[src/rtl/gcal_pkg.sv]
package gcal_pkg;
   typedef enum logic [3:0] {
      ST_IDLE,
      ST_START,
      ST_SH1,
      ST_CLR,
      ST_SEL,
      ST_EN,
      ST_SETTLE,
      ST_MEAS,
      ST_DIV,
      ST_UNEN,
      ST_COMMIT,
      ST_SH2,
      ST_DONE
   } gcal_state_t;
endpackage

[src/rtl/gcal_tmr.sv]
module gcal_tmr #(
   parameter int CW = 11
) (
   input  logic          clk,
   input  logic          rst_n,
   input  logic          load,
   input  logic [CW-1:0] val,
   output logic          zero
);
   logic [CW-1:0] cnt;

   always_ff @(posedge clk or negedge rst_n) begin
      if (!rst_n)           cnt <= '0;
      else if (load)        cnt <= val;
      else if (cnt != '0)   cnt <= cnt - 1'b1;
   end

   assign zero = (cnt == '0);
endmodule

[src/rtl/gcal_recip.sv]
module gcal_recip #(
   parameter int DW   = 16,
   parameter int FRAC = 14
) (
   input  logic          clk,
   input  logic          rst_n,
   input  logic          go,
   input  logic [DW-1:0] dvsr_in,
   output logic          rdy,
   output logic [DW-1:0] quo
);
   localparam int QW = 2 * FRAC + 1;
   localparam int CW = $clog2(QW + 1);
   localparam logic [CW-1:0] LAST_STEP = CW'(QW - 1);

   if (2 * FRAC < DW - 1) begin : g_bad_frac
      $error("gcal_recip: 2*FRAC must reach DW-1");
   end

   logic          act;
   logic [CW-1:0] step;
   logic [DW-1:0] dvsr, rem;
   logic [QW-1:0] q;
   logic [DW:0]   trial, diff;
   logic          ge;

   // the dividend is 2^(2*FRAC): its only set bit enters on the first step
   assign trial = {rem, (step == '0)};
   assign diff  = trial - {1'b0, dvsr};
   assign ge    = (trial >= {1'b0, dvsr});

   always_ff @(posedge clk or negedge rst_n) begin
      if (!rst_n) begin
         act  <= 1'b0;
         step <= '0;
         dvsr <= '0;
         rem  <= '0;
         q    <= '0;
         rdy  <= 1'b0;
      end else if (go) begin
         act  <= 1'b1;
         step <= '0;
         dvsr <= dvsr_in;
         rem  <= '0;
         q    <= '0;
         rdy  <= 1'b0;
      end else if (act) begin
         rem  <= ge ? diff[DW-1:0] : trial[DW-1:0];
         q    <= {q[QW-2:0], ge};
         step <= step + 1'b1;
         if (step == LAST_STEP) begin
            act <= 1'b0;
            rdy <= 1'b1;
         end
      end else begin
         rdy <= 1'b0;
      end
   end

   assign quo = (|q[QW-1:DW-1]) ? {1'b0, {(DW-1){1'b1}}} : q[DW-1:0];


   div_pos_chk: assert property (@(posedge clk) disable iff (!rst_n)
      go |-> ($signed(dvsr_in) > 0));

   div_idle_chk: assert property (@(posedge clk) disable iff (!rst_n)
      go |-> !act);

   div_rdy_chk: assert property (@(posedge clk) disable iff (!rst_n)
      rdy |=> !rdy);
endmodule

[src/rtl/gcal_seq.sv]
module gcal_seq
   import gcal_pkg::*;
#(
   parameter int N_CH     = 8,
   parameter int DW       = 16,
   parameter int FRAC     = 14,
   parameter int SETTLE_W = 8,
   parameter int SH_LIMIT = 1024,
   parameter int AW       = (N_CH > 1) ? $clog2(N_CH) : 1
) (
   input  logic                clk,
   input  logic                rst_n,
   input  logic                start,
   input  logic [N_CH-1:0]     chan_mask,
   input  logic [SETTLE_W-1:0] settle_cnt,
   input  logic [DW-1:0]       meas_data,
   input  logic                meas_valid,
   input  logic                sh_ack,
   output logic                busy,
   output logic                done,
   output logic                err,
   output logic                ref_sel,
   output logic                sh_req,
   output logic                coef_we,
   output logic [AW-1:0]       coef_addr,
   output logic [DW-1:0]       coef_data
);
   localparam int SHW = $clog2(SH_LIMIT) + 1;
   localparam int TW  = (SETTLE_W > SHW) ? SETTLE_W : SHW;
   localparam logic [DW-1:0] UNITY   = {{(DW-1){1'b0}}, 1'b1} << FRAC;
   localparam logic [AW-1:0] LAST    = AW'(N_CH - 1);
   localparam logic [TW-1:0] SH_LOAD = TW'(SH_LIMIT - 1);

   if (N_CH < 2)             begin : g_bad_nch   $error("gcal_seq: N_CH must be at least 2"); end
   if (FRAC > DW - 2)        begin : g_bad_frac  $error("gcal_seq: unity must fit below the sign bit"); end
   if (SH_LIMIT < 2)         begin : g_bad_lim   $error("gcal_seq: SH_LIMIT too small"); end
   if ((1 << AW) < N_CH)     begin : g_bad_aw    $error("gcal_seq: AW too narrow for N_CH"); end

   gcal_state_t         st;
   logic [AW-1:0]       idx;
   logic [N_CH-1:0]     mask_q;
   logic [SETTLE_W-1:0] settle_q;
   logic                err_q;
   logic                is_last;
   logic                meas_pos;
   logic                tmr_load, tmr_zero;
   logic [TW-1:0]       tmr_val;
   logic                div_go, div_rdy;
   logic [DW-1:0]       div_q;
   logic [DW-1:0]       corr [N_CH];

   assign is_last  = (idx == LAST);
   assign meas_pos = ($signed(meas_data) > 0);
   assign div_go   = (st == ST_MEAS) && meas_valid && meas_pos;

   assign tmr_load = (st == ST_START) || (st == ST_EN) || ((st == ST_COMMIT) && is_last);
   assign tmr_val  = (st == ST_EN) ? TW'(settle_q) : SH_LOAD;

   gcal_tmr #(.CW(TW)) u_tmr (
      .clk   (clk),
      .rst_n (rst_n),
      .load  (tmr_load),
      .val   (tmr_val),
      .zero  (tmr_zero)
   );

   gcal_recip #(.DW(DW), .FRAC(FRAC)) u_recip (
      .clk     (clk),
      .rst_n   (rst_n),
      .go      (div_go),
      .dvsr_in (meas_data),
      .rdy     (div_rdy),
      .quo     (div_q)
   );

   for (genvar gi = 0; gi < N_CH; gi++) begin : g_corr
      always_ff @(posedge clk or negedge rst_n) begin
         if (!rst_n)
            corr[gi] <= '0;
         else if ((st == ST_DIV) && div_rdy && (idx == AW'(gi)))
            corr[gi] <= div_q;
      end
   end

   always_ff @(posedge clk or negedge rst_n) begin
      if (!rst_n) begin
         st       <= ST_START;
         idx      <= '0;
         mask_q   <= '0;
         settle_q <= '0;
         err_q    <= 1'b0;
      end else begin
         unique case (st)
            ST_IDLE:   if (start) st <= ST_START;
            ST_START: begin
               mask_q   <= chan_mask;
               settle_q <= settle_cnt;
               err_q    <= 1'b0;
               idx      <= '0;
               st       <= ST_SH1;
            end
            ST_SH1: begin
               if (sh_ack) begin
                  idx <= '0;
                  st  <= ST_CLR;
               end else if (tmr_zero) begin
                  err_q <= 1'b1;
                  st    <= ST_IDLE;
               end
            end
            ST_CLR: begin
               if (is_last) begin
                  idx <= '0;
                  st  <= ST_SEL;
               end else begin
                  idx <= idx + 1'b1;
               end
            end
            ST_SEL: begin
               if (mask_q[idx]) begin
                  st <= ST_EN;
               end else if (is_last) begin
                  idx <= '0;
                  st  <= ST_COMMIT;
               end else begin
                  idx <= idx + 1'b1;
               end
            end
            ST_EN:     st <= ST_SETTLE;
            ST_SETTLE: if (tmr_zero) st <= ST_MEAS;
            ST_MEAS: begin
               if (meas_valid) begin
                  if (meas_pos) begin
                     st <= ST_DIV;
                  end else begin
                     err_q <= 1'b1;
                     st    <= ST_IDLE;
                  end
               end
            end
            ST_DIV:    if (div_rdy) st <= ST_UNEN;
            ST_UNEN: begin
               if (is_last) begin
                  idx <= '0;
                  st  <= ST_COMMIT;
               end else begin
                  idx <= idx + 1'b1;
                  st  <= ST_SEL;
               end
            end
            ST_COMMIT: begin
               if (is_last) st <= ST_SH2;
               else         idx <= idx + 1'b1;
            end
            ST_SH2: begin
               if (sh_ack) begin
                  st <= ST_DONE;
               end else if (tmr_zero) begin
                  err_q <= 1'b1;
                  st    <= ST_IDLE;
               end
            end
            ST_DONE:   st <= ST_IDLE;
            default:   st <= ST_IDLE;
         endcase
      end
   end

   always_comb begin
      coef_we   = 1'b0;
      coef_data = '0;
      unique case (st)
         ST_CLR, ST_UNEN: coef_we = 1'b1;
         ST_EN: begin
            coef_we   = 1'b1;
            coef_data = UNITY;
         end
         ST_COMMIT: begin
            coef_we   = mask_q[idx];
            coef_data = corr[idx];
         end
         default: ;
      endcase
   end

   assign coef_addr = idx;
   assign busy      = (st != ST_IDLE);
   assign done      = (st == ST_DONE);
   assign err       = err_q;
   assign sh_req    = (st == ST_SH1) || (st == ST_SH2);
   assign ref_sel   = (st == ST_SEL) || (st == ST_EN) || (st == ST_SETTLE) ||
                      (st == ST_MEAS) || (st == ST_DIV) || (st == ST_UNEN);


   done_pulse_chk: assert property (@(posedge clk) disable iff (!rst_n)
      done |=> !done);

   sh_zero_ref_chk: assert property (@(posedge clk) disable iff (!rst_n)
      sh_req |-> !ref_sel);

   sh_hold_chk: assert property (@(posedge clk) disable iff (!rst_n)
      (sh_req && !sh_ack && !tmr_zero) |=> sh_req);

   unity_only_chk: assert property (@(posedge clk) disable iff (!rst_n)
      (coef_we && ref_sel) |-> ((coef_data == '0) || (coef_data == UNITY)));

   err_clear_chk: assert property (@(posedge clk) disable iff (!rst_n)
      $fell(err) |-> (busy && !ref_sel));

   busy_rise_chk: assert property (@(posedge clk) disable iff (!rst_n)
      $rose(busy) |-> (!sh_req && !coef_we));
endmodule

[config.mk]
export PLATFORM = sky130hd
export DESIGN_NAME = gcal_seq
export DESIGN_NICKNAME = d
export VERILOG_FILES = /design/src/rtl/gcal_pkg.sv /design/src/rtl/gcal_tmr.sv /design/src/rtl/gcal_recip.sv /design/src/rtl/gcal_seq.sv
export SDC_FILE = /design/constraint.sdc
export NUM_CORES = 1
export LEC_CHECK = 0
export CORE_MARGIN = 3
export CORE_UTILIZATION = 61
export CTS_BUF_LIST = sky130_fd_sc_hd__clkbuf_2
export CTS_CLUSTER_SIZE = 20
export DETAILED_ROUTE_END_ITERATION = 10
export PLACE_DENSITY = 0.82
export SLEW_MARGIN = 10
export SYNTH_ARGS = -nofsm -noshare
export SYNTH_HDL_FRONTEND = slang
export SYNTH_SLANG_ARGS = --single-unit
[constraint.sdc]
create_clock -name clk -period 4.51 [get_ports clk]
set_clock_uncertainty 0.15 [all_clocks]
set_input_delay 0.902 -clock clk [delete_from_list [all_inputs] [get_ports clk]]
set_output_delay 0.902 -clock clk [all_outputs]
set_load 0.01 [all_outputs]
# --- Yosys cells after proc, flatten, opt, wreduce, memory -nomap -nowiden ---
# Index checks and enable logic that the tools add are counted.
totals:
  ff_bits: 231
  input_bits: 37
  output_inout_bits: 25
  elab_cells: 148
classes:
  n_addsub: 4
  order_cmp: 4
  eq_ne: 34
  muxes: 48
  bitwise: 1
  n_reduce_logical: 37
op_table:
  columns: ["operator", "count"]
  rows:
  - ["$mux 16", 6]
  - ["$mux 29", 2]
  - ["$mux 4", 13]
  - ["$bmux 16 s3", 1]
  - ["$pmux 4 s12", 1]
  - ["$pmux 16 s2", 1]
  - ["$mux 11", 2]
  - ["$eq 4x4->1 const B", 5]
  - ["$ne 2x2->1 const B", 10]
  - ["$ge 17x16->1", 1]
  - ["$eq 4x3->1 const B", 4]
  - ["$gt 16x1->1 const B", 1]
  - ["$sub 16x16->16", 1]
  - ["$pmux 3 s5", 1]
  - ["$reduce_or 14->1", 1]
  - ["$eq 3x3->1 const B", 4]
  - ["$logic_and 1x1->1", 12]
  - ["$mux 3", 4]
  - ["$logic_not 11->1", 1]
  - ["$mux 1", 11]
  - ["$reduce_bool 11->1", 1]
  - ["$sub 11x1->11 const B", 1]
  - ["$mux 10", 1]
  - ["$mux 5", 2]
  - ["28 further kinds", 41]

# --- Longest topological paths before layout ---
# Gate-level depths: netlist (run 1).
logic_depth:
  ltp_word: 6
  ltp_mapped: 12
  mapped_depth_nobuf: 11

# --- By module ---
# Synthesis (run 1) repeated with hierarchy kept, for this count alone.
unflattened:
  cells_unflattened: 1021
  hier_area_um2: 12102.9
modules_own_cells:
  columns: ["module", "n_inst", "cells_each", "area_per_inst_um2"]
  rows:
  - ["gcal_seq", 1, 539, 7508.5]
  - ["gcal_recip", 1, 414, 3920.0]
  - ["gcal_tmr", 1, 68, 674.4]

# --- Worst setup path after synthesis (run 1) ---
# No wires, ideal clock.
synth_path:
  path_type: "reg2reg"
  from: "reg u_recip.step[0]"
  to: "reg u_recip.rem[12]"
  setup_time_ps: 94
  arrival_time_ps: 2843
  required_time_ps: 4266
  path_slack_ps: 1423
  path_stages_with_launch: 12
  n_path_buf: 0
  period_less_slack_ps: 3087
  cell_sequence: "dfrtp_1 inv_1 ha_1 or4b_1 ha_1 fa_1 nor2b_1 o2111ai_1 a2111oi_0 or4_1 nand3_1 a211oi_1"
synth_between:
  elab_chain_len: 5
  word_cells_on_any_way: 6
synth_rtl:
  columns: ["item", "line_no", "text"]
  rows:
  - ["start, declared", "gcal_recip.sv:21", "logic [CW-1:0] step;"]
  - ["start signal, assigned", "gcal_recip.sv:50", "step <= step + 1'b1;"]
  - ["$logic_not 5->1 (*)", "gcal_recip.sv:28", "assign trial = {rem, (step == '0)};"]
  - ["$sub 16x16->16 / $ge 17x16->1 (equally long branches)", "gcal_recip.sv:29, gcal_recip.sv:30", null]
  - ["$mux 16 (*)", "gcal_recip.sv:48", "rem <= ge ? diff[DW-1:0] : trial[DW-1:0];"]
  - ["$mux 16 (*)", "gcal_recip.sv:47", "end else if (act) begin"]
  - ["$mux 16 (*)", "gcal_recip.sv:40", "end else if (go) begin"]
  - ["end signal, assigned", "gcal_recip.sv:48", null]
  - ["end, declared", "gcal_recip.sv:22", "logic [DW-1:0] dvsr, rem;"]
# Every way passes the cells marked *; elsewhere a longest branch is shown, timed or not. The select of a mux whose other input is x is not followed.
# A chain may end at the register's enable or synchronous reset.

# --- Final worst setup path (run 1) ---
layout_path:
  from: "reg idx[1] (netlist: coef_addr[1])"
  to: "out coef_we"
layout_between:
  elab_chain_len: 3
layout_rtl:
  columns: ["item", "line_no", "text"]
  rows:
  - ["start, declared", "gcal_seq.sv:40", "logic [AW-1:0] idx;"]
  - ["start signal, assigned", "gcal_seq.sv:116", "idx <= idx + 1'b1;"]
  - ["start signal, assigned", "gcal_seq.sv:126", "idx <= idx + 1'b1;"]
  - ["start signal, assigned", "gcal_seq.sv:147", "idx <= idx + 1'b1;"]
  - ["$bmux 1 s3", "gcal_seq.sv:179", "coef_we = mask_q[idx];"]
  - ["$mux 1 (not written as such)", "gcal_seq.sv:179", null]
  - ["$pmux 1 s2", "gcal_seq.sv:172", "unique case (st)"]
  - ["end, declared", "gcal_seq.sv:24", "output logic coef_we,"]
# No other way between the ends. The select of a mux whose other input is x is not followed.

==> results of run 1 <==
-- synthesized netlist by cell type (3+ instances only) --
cell | instances | area, µm²
nor2_1 | 94 | 353
mux2_2 | 23 | 259
nand4b_1 | 3 | 26.3
o211ai_1 | 3 | 22.5
nand2b_1 | 11 | 68.8
mux4_2 | 34 | 766
ha_1 | 25 | 313
o21a_1 | 6 | 45.0
nand3_1 | 16 | 80.1
nand4_1 | 11 | 68.8
and3_1 | 5 | 31.3
nand2_1 | 202 | 758
nor4_1 | 9 | 56.3
a211oi_1 | 9 | 67.6
buf_2 | 16 | 80.1
mux2i_1 | 39 | 390
inv_1 | 33 | 124
a31oi_1 | 7 | 43.8
or3_1 | 4 | 25.0
o21ai_0 | 158 | 791
nor3_1 | 13 | 65.1
a21o_1 | 6 | 45.0
o31ai_1 | 6 | 45.0
a21oi_1 | 42 | 210
clkbuf_1 | 51 | 191
xor2_1 | 11 | 96.3
and2_1 | 12 | 75.1
buf_1 | 4 | 15.0
nor2b_1 | 8 | 50.1
dfrtp_1 | 230 | 5760
xnor2_1 | 6 | 52.6
-- area by class of cell --
class / count / area share, %
flip-flops and latches: 231 / 45.3
diodes: 2 / 0.0392
clock inverters: 15 / 0.480
clock buffers: 82 / 3.21
repair buffers: 78 / 6.03
multi-input cells: 814 / 41.7
inverters: 34 / 0.999
well taps: 229 / 2.24
-- repair_timing --
action                                  in CTS  in global routing
endpoints found under the setup margin       0                 16
resized for setup                            0                  3
hold endpoints to repair                    71                  0
hold buffers                                 1                  0
-- worst reg2reg max path, stage by stage, from the launching register on --
cell and delay, ps:
dfrtp_1 430, inv_1 80, ha_1 150, or4b_1 460, ha_1 220, nand2b_1 160, a21o_1 220, a211oi_4 380
o31a_1 750, nor3_1 110, or3_1 370
-- kinds of logic after synthesis --
logic type	count (synthesis)	synth area share (%)
adders and majority gates	26	2.88
buffers and inverters	109	3.95
DFF	231	50.0
AOI/OAI and AO/OA	271	13.9
muxes	96	12.2
and+or+nand+nor	404	15.7
xor gates and xnor gates	17	1.29
-- flip-flops by register name (all words and copies together) (netlist names), 3 cells and up --
register / flops
u_recip.rem: 16
corr: 128
u_recip.dvsr: 16
u_recip.q: 29
mask_q: 8
u_tmr.cnt: 11
u_recip.step: 5
st: 4
coef_addr: 3
settle_q: 8
-- path summary, 6_finish.rpt --
check                                            start                           to  slack (ps)  cells past startpoint
max in group asynchronous                        rst_n    u_recip.q[25]$_DFFE_PN0P_        2650                      3
setup reg to reg           u_recip.step[0]$_DFFE_PN0P_  u_recip.rem[13]$_DFFE_PN0P_         920                     10
min in group asynchronous                        rst_n  u_recip.dvsr[1]$_DFFE_PN0P_         560                      2
setup / recovery              coef_addr[1]$_DFFE_PN0P_                      coef_we         220                      5
hold reg to reg                   corr[20]$_DFFE_PN0P_         corr[20]$_DFFE_PN0P_         330                      2
hold / removal                    corr[20]$_DFFE_PN0P_         corr[20]$_DFFE_PN0P_         330                      2
-- layer usage --
layer	track usage, %	part of all wire, %	wire, µm	up-vias
met4	8.67	1.9	482	0
met1	37.1	45	11600	4370
met2	40.9	48	12300	285
li1	-	-	-	4211
met5	0	0	0	-
met3	4.46	5.9	1530	47
-- through the flow --
step                      std cells  worst slack, ps  hold slack, ps  util, %  power [mW]
after floorplan                1154             1420             295        -        5.81
after global placement         1385             1010             306     67.2        6.47
after detailed placement       1385              961             316     67.2        6.55
after CTS                      1483             47.0             337     69.9        7.89
after global routing           1485              111             353     69.9        8.54
final                          1485              216             333     69.9        7.89
-- where the power goes --
part	switching, mW	leakage [nW]	internal, mW
Combinational	2.01	2.35	1.58
Sequential	0.396	3.00	2.59
Clock	0.827	0.368	0.484
Total	3.23	5.72	4.66
==> results_dict.tcl, run 1 <==
set metrics [dict create \
    status "finished, final reports clean" \
    regArea_um2 5790 \
    first_pass_iters 5 \
    rsz0062_at_grt "false" \
    layout_common_cells "dfrtp_1, nand2_1, o21ai_0" \
    grt_overflow 0 \
    post_cts_buffers 0 \
    ys_warn_count 0 \
    grt_use_total_pct 25.9 \
    ant_nets 0 \
    fin_nets 1280 \
    row_count 49 \
    ys_seq_area_share_pct 50.0 \
    crit_arrival_ps 3240 \
    wl_per_cell_um 17.5 \
    crit_buf_inv 1 \
    crit_slowest_cell "dfrtp_1" \
    gp_congestion 0.889 \
    grt_pass1_wl_um 43400 \
    antenna_found_initial 1 \
    slew_viol_final 0 \
    synth-edff-count 0 \
    cts.clk_slew.worst_paths_ps 90 \
    core-area_um2 18300 \
    cpPeakStageDelay_ps 810 \
    top_level_ports 62 \
    cp_top_family "flip-flops" \
    max_cap_violations 0 \
    syn_nets 1217 \
    syn_to_final_growth_pct 10.5 \
    synth_ff_type "dfrtp_1" \
    drt-total-wl_um 25900 \
    criticalPathCategory "reg -> out" \
    dieArea_um2 20600 \
    period_share_pct 95.2 \
    post_dp_cell_area_um2 12300 \
    cts_tree "built" \
    h-tree-depth 2 \
    holdCritPathClass "reg -> reg" \
    cp-start-kind "register" \
    multi_input_area_um2 5320 \
    setup_tns_ps 0 \
    drt-vias-per-instance 6.00 \
    max_freq_mhz 233 \
    synthArstFlopShare_pct 100 \
    worstPathMaxFanout 14 \
    syn_inst 1154 \
    tightest_slew_ps 1130 \
    required_ps 3460 \
    avgSynthCellArea_um2 10.0 \
    power.density_nw_per_um2 617 \
    start_util_pct 63.3 \
    clockBufferDepth 3 \
    grt_pass1_vias 8756 \
    die_x_um 144 \
    numClockSinks 231 \
    fin_area_um2 12800 \
    num_vias 8913 \
    endpoint_kind "primary output" \
    drtIter0Drc 700 \
    final_common_cell "dfrtp_1" \
    portBuffers 61 \
    post-route-min-period_ps 4290 \
    syn_area_um2 11600 \
    cts_buffers 58 \
    setup_violations 0 \
    ys_ff_latch 231 \
    drc 0 \
    hold_viol 0 \
    nFillCells 1385 \
    clock-root-buffer "clkbuf_2" \
    fp.dieH_um 144 \
    insertion_delay_ps 850 \
    critical_path.cell_chain "mux4_2 > mux2_2 > a21oi_1 > o221ai_1 > clkdlybuf4s50_1" \
    post-dp-hpwl_um 16800 \
    ir_drop_v 0.000592 \
    p_leak_nw 5.72 \
    drive_above_1_share_pct 14.4 \
    grt_max_degree 108 \
    ys_types 79 \
    slew_headroom_pct 24.5 \
]
No activity file was read; power rests on OpenSTA's default activity.
==> run 2, diff against run 1 <==
--- a/config.mk
+++ b/config.mk
@@ -10,7 +10,7 @@
 export CTS_BUF_LIST = sky130_fd_sc_hd__clkbuf_2
 export CTS_CLUSTER_SIZE = 20
 export DETAILED_ROUTE_END_ITERATION = 10
-export PLACE_DENSITY = 0.82
+export PLACE_DENSITY_LB_ADDON = 0.3
 export SLEW_MARGIN = 10
 export SYNTH_ARGS = -nofsm -noshare
 export SYNTH_HDL_FRONTEND = slang
==> constraint.sdc (replaced) <==
create_clock -name clk -period 5.32 [get_ports clk]
set_clock_uncertainty 0.15 [all_clocks]
set_input_delay 1.064 -clock clk [delete_from_list [all_inputs] [get_ports clk]]
set_output_delay 1.064 -clock clk [all_outputs]
set_load 0.01 [all_outputs]
==> results_dict.tcl, run 2 (synthesis gave the netlist of run 1 again) <==
set metrics [dict create \
    start_util_pct 63.3 \
    numClockSinks 231 \
    row_count 49 \
    largest_register_ffs 128 \
    post-dp-hpwl_um 16900 \
    antenna_found_initial 1 \
    post_cts_buffers 0 \
    rr_worst_depth 10 \
    grt_pass1_wl_um 43900 \
    hold_viol 0 \
    top_regs "corr x128, u_recip.q x29" \
    max_freq_mhz 211 \
    clock-root-buffer "clkbuf_2" \
    post-place-ws_ps 1510 \
    die_x_um 144 \
    regArea_um2 5780 \
    fin_area_um2 12700 \
    ir_drop_v 0.000480 \
    grt_use_total_pct 26.1 \
    dieArea_um2 20600 \
    tightest_slew_ps 1230 \
    cts.clk_slew.worst_paths_ps 100 \
    power.total_mw 6.73 \
    status "finished, final reports clean" \
    rsz0062_at_grt "false" \
    worstPathMaxFanout 19 \
    cp-startpoint "st[2]$_DFFE_PN0P_" \
    hold_slack_ps 119 \
    grt_overflow 0 \
    setup_tns_ps 0 \
    portBuffers 61 \
    crit_slowest_cell "or3_1" \
    wl_per_cell_um 17.7 \
    layout_common_cells "dfrtp_1, nand2_1, o21ai_0" \
    grt_pass1_vias 8895 \
    critical_path.cell_chain "nand2b_1 > or3_1 > o21ai_0 > clkdlybuf4s50_1" \
    clockBufferDepth 3 \
    drive_above_1_share_pct 14.0 \
    num_vias 8905 \
    h-tree-depth 2 \
    max_cap_violations 0 \
    cts_tree "built" \
    required_ps 4110 \
    nFillCells 1415 \
    power.density_nw_per_um2 529 \
    gp_congestion 0.902 \
    crit_arrival_ps 3530 \
    cp-start-kind "register" \
    cts_buffers 56 \
    holdBufCountCts 0 \
    dp_cells 1377 \
    post-route-min-period_ps 4740 \
    criticalPathCategory "reg -> out" \
    post_cts_resized 0 \
    final_common_cell "dfrtp_1" \
    cpPeakStageDelay_ps 710 \
    multi_input_area_um2 5320 \
    core-area_um2 18300 \
    drc 0 \
    fin_cells 1477 \
    syn_to_final_growth_pct 10.0 \
    slew_viol_final 0 \
    slew_headroom_pct 17.8 \
    drtIter0Drc 698 \
    drt-total-wl_um 26100 \
    setup_violations 0 \
    holdCritPathClass "in -> async" \
    ant_nets 0 \
    post_dp_cell_area_um2 12200 \
    endpoint_kind "primary output" \
    grt_max_degree 114 \
    top_level_ports 62 \
    fp.dieH_um 144 \
    largest_register "corr" \
    worstReg2RegStart "u_recip.step[0]$_DFFE_PN0P_" \
    first_pass_iters 5 \
    insertion_delay_ps 840 \
    period_share_pct 89.1 \
    layout_setup_ws_ps 577 \
    fin_nets 1269 \
    p_leak_nw 5.71 \
    utilization_pct 69.6 \
    drt-vias-per-instance 6.03 \
]
==> run 2: layer usage <==
layer	vias to the layer above	routed length, µm	GRT usage [%]	share of wire [%]
li1	4182	-	-	-
met1	4359	11600	37.3	45
met2	298	12300	41.3	47
met3	66	1620	4.83	6.2
met4	0	585	8.37	2.2
met5	-	0	0	0
==> run 2: cell type report <==
cell class	instances	share of cell area, %
antenna	1	0.0197
clock buffer	88	3.46
clock inverter	11	0.541
inverter	34	1.00
multi-input combinational	814	41.8
sequential	231	45.5
tap	229	2.25
timing repair buffer	69	5.41
==> run 2: worst paths after layout <==
path                       slack [ps]                     endpoint
max                               580                coef_data[14]
min                               120      settle_q[5]$_DFFE_PN0P_
max reg2reg                      1690  u_recip.rem[13]$_DFFE_PN0P_
min reg2reg                       330         corr[46]$_DFFE_PN0P_
max in group asynchronous        3850    u_recip.q[28]$_DFFE_PN0P_
min in group clk                  330         corr[46]$_DFFE_PN0P_
==> run 2: worst max-delay path, delay by kind of cell (launching register included) <==
kind,cells,cell delay (ps)
and+or+nand+nor,2,1070
buffers and inverters,1,610
DFF,1,590
AOI/OAI and AO/OA,1,430
==> run 2: where the power goes <==
| group | switching (mW) | internal [mW] | total (mW) |
|---|---|---|---|
| clock | 0.706 | 0.479 | 1.19 |
| combinational | 1.66 | 1.33 | 2.98 |
| sequential | 0.368 | 2.19 | 2.56 |
